<file path="src/rtl/ptw_pkg.sv">
package ptw_pkg;

    localparam int VA_W      = 32;
    localparam int PA_W      = 32;
    localparam int PTE_W     = 32;
    localparam int OFF_W     = 12;
    localparam int L1_IDX_W  = 10;
    localparam int L2_IDX_W  = 10;
    localparam int ENT_LG    = 2;                 // log2 of entry size in bytes
    localparam int PPN_W     = PA_W - OFF_W;
    localparam int VPN_W     = VA_W - OFF_W;
    localparam int RIGHTS_W  = 3;
    localparam int RSVD_W    = OFF_W - RIGHTS_W - 1;

    typedef enum logic [2:0] {
        ST_IDLE,
        ST_L1_REQ,
        ST_L1_WAIT,
        ST_L2_REQ,
        ST_L2_WAIT,
        ST_DONE
    } walk_state_e;

    typedef struct packed {
        logic [PPN_W-1:0]  ppn;
        logic [RSVD_W-1:0] rsvd;
        logic              x;
        logic              w;
        logic              r;
        logic              valid;
    } pte_t;

    function automatic logic [PA_W-1:0] page_base(input logic [PPN_W-1:0] ppn);
        return {ppn, {OFF_W{1'b0}}};
    endfunction

endpackage

</file>
<file path="src/rtl/ptw_addr_gen.sv">
module ptw_addr_gen #(
    parameter int IDX_W  = 10,
    parameter int ADDR_W = 32,
    parameter int SH     = 2
) (
    input  logic [ADDR_W-1:0] base,
    input  logic [IDX_W-1:0]  idx,
    output logic [ADDR_W-1:0] addr
);
    localparam int PAD_W = ADDR_W - IDX_W - SH;

    logic [ADDR_W-1:0] scaled;

    always_comb begin
        scaled = {{PAD_W{1'b0}}, idx, {SH{1'b0}}};
        addr   = base + scaled;
    end
endmodule

</file>
<file path="src/rtl/ptw_ctrl.sv">
module ptw_ctrl
    import ptw_pkg::*;
(
    input  logic        clk,
    input  logic        rst,
    input  logic        req_valid,
    input  logic        mem_req_ready,
    input  logic        mem_rsp_valid,
    input  logic        l1_ok,
    output walk_state_e state,
    output logic        accept,
    output logic        l1_rsp,
    output logic        l2_rsp
);
    walk_state_e nxt;

    always_comb begin
        accept = (state == ST_IDLE) && req_valid;
        l1_rsp = (state == ST_L1_WAIT) && mem_rsp_valid;
        l2_rsp = (state == ST_L2_WAIT) && mem_rsp_valid;
        nxt    = state;
        unique case (state)
            ST_IDLE:    if (req_valid)     nxt = ST_L1_REQ;
            ST_L1_REQ:  if (mem_req_ready) nxt = ST_L1_WAIT;
            ST_L1_WAIT: if (mem_rsp_valid) nxt = l1_ok ? ST_L2_REQ : ST_DONE;
            ST_L2_REQ:  if (mem_req_ready) nxt = ST_L2_WAIT;
            ST_L2_WAIT: if (mem_rsp_valid) nxt = ST_DONE;
            ST_DONE:                       nxt = ST_IDLE;
            default:                       nxt = ST_IDLE;
        endcase
    end

    always_ff @(posedge clk) begin
        if (rst) state <= ST_IDLE;
        else     state <= nxt;
    end

    // an invalid super entry ends the walk without a second-level phase
    a_r4_skip_l2: assert property (@(posedge clk) disable iff (rst)
        (state == ST_L1_WAIT && mem_rsp_valid && !l1_ok) |=> (state == ST_DONE));

    // a wait state is left only on a response
    a_r9_wait_rsp: assert property (@(posedge clk) disable iff (rst)
        ((state == ST_L1_WAIT || state == ST_L2_WAIT) && !mem_rsp_valid) |=> $stable(state));
endmodule

</file>
<file path="src/rtl/ptw_walker.sv">
module ptw_walker
    import ptw_pkg::*;
(
    input  logic                clk,
    input  logic                rst,
    input  logic                req_valid,
    input  logic [VA_W-1:0]     req_vaddr,
    input  logic [PA_W-1:0]     ptbr,
    output logic                busy,
    output logic                mem_req_valid,
    input  logic                mem_req_ready,
    output logic [PA_W-1:0]     mem_req_addr,
    input  logic                mem_rsp_valid,
    input  logic [PTE_W-1:0]    mem_rsp_data,
    output logic                done,
    output logic                fault,
    output logic                fault_lvl,
    output logic [PPN_W-1:0]    res_ppn,
    output logic [RIGHTS_W-1:0] res_rights,
    output logic [VPN_W-1:0]    res_vpn
);
    localparam int L1_LSB = VA_W - L1_IDX_W;
    localparam int L2_LSB = OFF_W;

    walk_state_e       state;
    logic              accept, l1_rsp, l2_rsp;
    logic [VA_W-1:0]   va_q;
    logic [PA_W-1:0]   base_q;
    logic [PA_W-1:0]   addr_l1, addr_l2;
    pte_t              rsp_pte;

    assign rsp_pte = pte_t'(mem_rsp_data);

    ptw_ctrl u_ctrl (
        .clk           (clk),
        .rst           (rst),
        .req_valid     (req_valid),
        .mem_req_ready (mem_req_ready),
        .mem_rsp_valid (mem_rsp_valid),
        .l1_ok         (rsp_pte.valid),
        .state         (state),
        .accept        (accept),
        .l1_rsp        (l1_rsp),
        .l2_rsp        (l2_rsp)
    );

    ptw_addr_gen #(.IDX_W(L1_IDX_W), .ADDR_W(PA_W), .SH(ENT_LG)) u_ag_l1 (
        .base (base_q),
        .idx  (va_q[VA_W-1:L1_LSB]),
        .addr (addr_l1)
    );

    ptw_addr_gen #(.IDX_W(L2_IDX_W), .ADDR_W(PA_W), .SH(ENT_LG)) u_ag_l2 (
        .base (base_q),
        .idx  (va_q[L2_LSB+L2_IDX_W-1:L2_LSB]),
        .addr (addr_l2)
    );

    always_comb begin
        busy          = (state != ST_IDLE);
        done          = (state == ST_DONE);
        mem_req_valid = (state == ST_L1_REQ) || (state == ST_L2_REQ);
        mem_req_addr  = (state == ST_L2_REQ) ? addr_l2 : addr_l1;
    end

    // walk context: sampled address, and base that becomes the second-level base
    always_ff @(posedge clk) begin
        if (rst) begin
            va_q   <= '0;
            base_q <= '0;
        end else if (accept) begin
            va_q   <= req_vaddr;
            base_q <= ptbr;
        end else if (l1_rsp && rsp_pte.valid) begin
            base_q <= page_base(rsp_pte.ppn);
        end
    end

    // result registers
    always_ff @(posedge clk) begin
        if (rst) begin
            fault      <= 1'b0;
            fault_lvl  <= 1'b0;
            res_ppn    <= '0;
            res_rights <= '0;
            res_vpn    <= '0;
        end else if (accept) begin
            fault      <= 1'b0;
            fault_lvl  <= 1'b0;
            res_ppn    <= '0;
            res_rights <= '0;
            res_vpn    <= req_vaddr[VA_W-1:OFF_W];
        end else if (l1_rsp && !rsp_pte.valid) begin
            fault      <= 1'b1;
            fault_lvl  <= 1'b0;
        end else if (l2_rsp) begin
            if (rsp_pte.valid) begin
                res_ppn    <= rsp_pte.ppn;
                res_rights <= {rsp_pte.x, rsp_pte.w, rsp_pte.r};
            end else begin
                fault      <= 1'b1;
                fault_lvl  <= 1'b1;
            end
        end
    end

    // a request not yet taken keeps its address
    a_r2_req_hold: assert property (@(posedge clk) disable iff (rst)
        (mem_req_valid && !mem_req_ready) |=> (mem_req_valid && $stable(mem_req_addr)));

    // completion is a single-cycle pulse
    a_r7_done_pulse: assert property (@(posedge clk) disable iff (rst)
        done |=> !done);

    // results hold while idle without a new request
    a_r7_result_hold: assert property (@(posedge clk) disable iff (rst)
        (!busy && !req_valid) |=> $stable({fault, fault_lvl, res_ppn, res_rights, res_vpn}));

    // no memory traffic while idle
    a_r8_idle_quiet: assert property (@(posedge clk) disable iff (rst)
        !busy |-> !mem_req_valid);

    // a fault carries no page number or rights
    a_r5_fault_clean: assert property (@(posedge clk) disable iff (rst)
        (done && fault) |-> (res_ppn == '0 && res_rights == '0));
endmodule

</file>
<file path="config.mk">
export PLATFORM = sky130hd
export DESIGN_NAME = ptw_walker
export DESIGN_NICKNAME = d
export VERILOG_FILES = /design/src/rtl/ptw_pkg.sv /design/src/rtl/ptw_addr_gen.sv /design/src/rtl/ptw_ctrl.sv /design/src/rtl/ptw_walker.sv
export SDC_FILE = /design/constraint.sdc
export NUM_CORES = 1
export LEC_CHECK = 0
export BUFFER_PORTS_ARGS = -buffer_cell sky130_fd_sc_hd__clkbuf_2
export CAP_MARGIN = 20
export CORE_ASPECT_RATIO = 0.75
export CORE_MARGIN = 1
export CORE_UTILIZATION = 42
export DETAILED_ROUTE_END_ITERATION = 16
export MAX_ROUTING_LAYER = met4
export PLACE_DENSITY = 0.73
export SYNTH_ARGS = -nofsm -noshare
export SYNTH_HDL_FRONTEND = slang
export SYNTH_SLANG_ARGS = --single-unit
</file>
<file path="constraint.sdc">
create_clock -name clk -period 8.1 [get_ports clk]
set_clock_uncertainty 0.15 [all_clocks]
set_input_delay 0 -clock clk [delete_from_list [all_inputs] [get_ports clk]]
set_output_delay 0 -clock clk [all_outputs]
set_load 0.05 [all_outputs]
</file>
Word-level counts from Yosys, hierarchy flattened
Index checks and enable logic that the tools add are counted.

Register bits: 112. Bits of input ports: 101.

Add/subtract/negate cells: 2. Equality and inequality tests: 11. Mux-type cells: 13. Bitwise gates (word level): 2. Reduce and logical (&&, ||, !) cells: 17.

Operator list (count): $mux W32 (3); $add A32 B12 Y32 (2); $mux W3 (6); $pmux W3 S5 (1); $ne A2 B2 Y1 const B (5); $eq A3 B2 Y1 const B (2); $eq A3 B3 Y1 const B (2); $logic_and A1 B1 Y1 (5); $reduce_and A5 Y1 (1); $reduce_and A2 Y1 (2); $reduce_bool A2 Y1 (2); $eq A3 B1 Y1 const B (1); $logic_not A3 Y1 (1); $mux W1 (3); $reduce_and A3 Y1 (1); $reduce_bool A3 Y1 (1); $reduce_or A3 Y1 (1); $ne A2 B1 Y1 const B (1); $not A1 Y1 (2); $reduce_or A2 Y1 (1); $logic_not A1 Y1 (1); $logic_or A1 B1 Y1 (1).

Logic depth before layout (Yosys ltp)
Depth in word-level cells: 5. Depth in mapped cells: 11. Mapped depth without buffers: 10.

By module
Synthesis repeated with hierarchy kept, for this count alone.

Cell total of the unflattened synthesis: 632. Area total of the unflattened synthesis: 5820.6 um^2.

Modules (own cells, without submodules): ptw_walker (times used 1, cells an instance 364, area an instance 3814.9 um^2, sequential area each 1541.5 um^2); ptw_addr_gen (times used 2, cells an instance 121, area an instance 879.6 um^2, sequential area each 0.0 um^2); ptw_ctrl (times used 1, cells an instance 26, area an instance 246.5 um^2, sequential area each 60.1 um^2).

Worst setup path before layout
No wires, ideal clock.

Kind: reg2out. From: register u_ctrl.state[0]. To: output mem_req_addr[18]. Data arrival time: 4.277 ns. Slack: 3.673 ns. Cell stages (with the launch flop): 12. Buffers on the path: 1. Cells stage by stage: dfxtp_1 -> buf_2 -> nor2b_1 -> nand2_1 -> mux2_2 -> ha_1 -> fa_1 -> a211oi_1 -> o21ai_0 -> a31oi_4 -> nor2_1 -> xor2_1.

Word-level cells in the longest chain between the ends: 2.

RTL lines: from (decl) (RTL line ptw_ctrl.sv:10) `output walk_state_e state,`; from (signal assigned) (RTL line ptw_ctrl.sv:35) `else state <= nxt;`; $eq A3 B2 Y1 (RTL line ptw_walker.sv:63) `mem_req_addr = (state == ST_L2_REQ) ? addr_l2 : addr_l1;`; $mux W32 (RTL line ptw_walker.sv:63); to (decl) (RTL line ptw_walker.sv:12) `output logic [PA_W-1:0] mem_req_addr,`.

Every way passes these cells.

Worst setup path after layout
From: register u_ctrl.state[2]. To: output mem_req_addr[20].

Same word-level chain as after synthesis.

==> impl_metrics.toml <==
[global_route]
antenna_found_initial = 0
grt_pass1_vias = 4341
grt_max_degree = 57
grt_overflow = 0
grt_pass1_wl_mm = 21.3
grtUsageTotal_pct = 28.6

[sta]
rsz0062_at_grt = "false"
hold_viol = 0
setup_viol = 0
worstMarginPinSlew_ns = 0.963
layout_min_cycle_time_ns = 4.28
relSlewSlack_pct = 35.8
final.period_utilization_pct = 52.9
clock.fmax_mhz = 234
setup_tns_ns = 0
slew_violations = 0

[synthesis]
synthTopCellsByCount = "141 x nand2_1, 80 x dfxtp_1, 53 x a21oi_1, 50 x nor2_1, 22 x clkbuf_1"
synth_area_um2 = 4030
ys_types = 44
ys_warn_count = 0
syn-instance-count = 516
synth-edff-count = 0
synth_area_leaders = "dfxtp_1 40%, nand2_1 13%, a21oi_1 6.6%"
yosysSeqAreaShare_pct = 39.8
synth_area_per_cell_um2 = 7.81
yosys.area.top_type = "dfxtp_1"
yosysMostFrequentCell = "nand2_1"
synth_flop_cell = "dfxtp_1"
syn-num-nets = 628
synth_seq_cells = 80
synthArstFlopShare_pct = 0
synth.top_cell.area_share_pct = 39.8

[setup_path]
endpoint_kind = "primary output"
critical_path.max_stage_delay_ns = 0.65
rrSetupSlack_ns = 5.01
path_class = "reg2out"
critical_path_arrival_ns = 4.13
required_ns = 7.95
r2r-end = "base_q[15]"
cp_max_fo = 14
rr_worst_depth = 5
path_cells = "nor2b_1 -> nand2_1 -> mux2_2 -> ha_1 -> fa_1 -> a211oi_1 -> o21ai_0 -> a31oi_4 -> nor3_1 -> xor2_1 -> clkbuf_2"
cp-start-kind = "register"
r2r-start = "u_ctrl.state[2]"
crit_slowest_cell = "dfxtp_1"

[run_status]
status = "complete, no violations"

[cts]
cts_sinks = 80
cts.repair_timing.setup_buffer_count = 0
cts_tree = "done"
clk_pin_slew_ns = 0.06
ctsRootBufferMaster = "clkbuf_16"
ctsHoldBuffers = 87
cts.path.max_buffers = 2
cts_resized = 0
cts_made_buffers = 9
h-tree-depth = 3
clk_latency_ns = 0.33

[min_path]
whs_path_depth = 3
min_path_type = "in2reg"
hold_end = "base_q[10]"
min-delay-start = "rst"

[floorplan]
row_count = 30
initial_core_util_pct = 44.0
pin_count = 181
dieArea_um2 = 9990
coreArea_um2 = 9160
die_x_um = 115
dieHeight_um = 86.8

[detailed_routing]
wirelength_mm = 13.9
viasPerCell = 5.32
first_pass_iters = 5
drc = 0
wire_per_inst_um = 15.9
vias = 4646
antenna_left = 0
drtIter0Drc = 379

[cells_and_area]
nNetsFinal = 851
final_cells = 873
drive_above_1_share_pct = 26.6
multi_input_area_um2 = 2250
nFillCells = 785
area_growth_pct = 48.9
seq_area_um2 = 1600

[pwr]
p_sw_uw = 411
pwr-share-comb_pct = 29.3
vdd_ir_drop_max_mv = 0.122
p_clk_share_pct = 32.2
internal_power_uw = 748
p_seq_share_pct = 38.5
swShare_pct = 35.5
pwr_density_cell_nw_per_um2 = 193
leakage_uw = 0.00270

[placed_design]
portBuffers = 160
placedCellCount = 769
place_congestion = 0.927
dpl.hpwl_mm = 8.74

[job]
drv_cap = 0
final cells by class:
type                            count  area share (%)
Clock buffer                       11            4.05
Antenna cell                        1          0.0417
Inverter                            4           0.250
Multi-Input combinational cell    394            37.5
Tap cell                          128            2.67
Timing Repair Buffer              250            28.3
Clock inverter                      5           0.543
Sequential cell                    80            26.7
worst max-delay path by stage:
stage / to / from / slack [ns] / cells after the start
final: mem_req_addr[20] / u_ctrl.state[2] / 3.82 / 11
after global routing: mem_req_addr[22] / u_ctrl.state[2] / 3.51 / 11
after CTS: mem_req_addr[20] / u_ctrl.state[2] / 3.85 / 11
after detailed placement: mem_req_addr[20] / u_ctrl.state[2] / 4.24 / 11
after global placement: mem_req_addr[18] / u_ctrl.state[2] / 4.29 / 11
after floorplan: mem_req_addr[18] / u_ctrl.state[0] / 3.67 / 11
metal layers:
| metal | GRT usage (%) | wire, um | up-vias |
|---|---|---|---|
| met2 | 45.6 | 6400 | 220 |
| met3 | 6.29 | 914 | 65 |
| met5 | - | 0 | - |
| met1 | 34.6 | 5960 | 2135 |
| li1 | - | - | 2226 |
| met4 | 13.3 | 604 | 0 |
stage by stage:
stage	worst slack, ns	hold slack [ns]	instance area [um2]	power, uW	util, %
2_1_floorplan	3.67	-0.0140	4030	671	-
3_3_place_gp	4.29	0.0729	4850	744	52.9
3_5_place_dp	4.24	0.0824	4850	749	52.9
4_1_cts	3.85	0.0668	5990	1160	65.4
5_1_grt	3.51	0.115	5990	1210	65.4
6_report	3.82	0.106	6000	1160	65.5
worst max-delay path: cells and delay by family (launching register included):
kind                     cells  cell delay [ns]
flip-flops                   1             0.65
buffers and inverters        1             0.30
multiplexers                 1             0.41
XOR/XNOR                     1             0.16
AND/OR/NAND/NOR              3             0.68
adder cells (fa/ha/maj)      2             0.67
AO/OA/AOI/OAI                3             0.92
power groups by stage:
| stage | Combinational, uW | Sequential, uW | Clock, uW |
|---|---|---|---|
| finish | 340 | 447 | 373 |
| floorplan | 200 | 471 | 0 |
| detailed placement | 296 | 454 | 0 |
| CTS | 334 | 445 | 379 |
| global placement | 292 | 452 | 0 |
| global route | 362 | 450 | 394 |
logic make-up (layout without fill, tap and decap cells):
family                     Yosys count  after routing  share of synthesized area [%]
muxes                               10             10                           2.80
adders and majority gates           11             11                           3.60
other                                0              1                              0
DFF                                 80             80                           39.8
and+or+nand+nor                    236            236                           25.0
buffers and inverters               42            270                           4.66
xor gates and xnor gates            27             27                           5.87
AOI/OAI and AO/OA                  110            110                           18.3
state kept, by name, summed over array words and instances (netlist names):
name	cells
fault_lvl	1
u_ctrl.state	3
res_ppn	20
res_rights	3
va_q	20
fault	1
base_q	32
layout by cell type, fill, tap and decap left out, types with 4 or more instances in the layout:
master,instances
clkbuf_2,160
nand2_1,141
dlygate4sd3_1,87
dfxtp_1,80
a21oi_1,53
nor2_1,50
a311oi_1,20
xnor2_1,14
xor2_1,13
a22oi_1,13
mux2_2,10
nand4_1,10
ha_1,10
clkbuf_16,9
nand3_1,8
and3_1,7
nor3_1,6
inv_1,4
o21ai_0,4
Power figures use the tool's default switching activity.
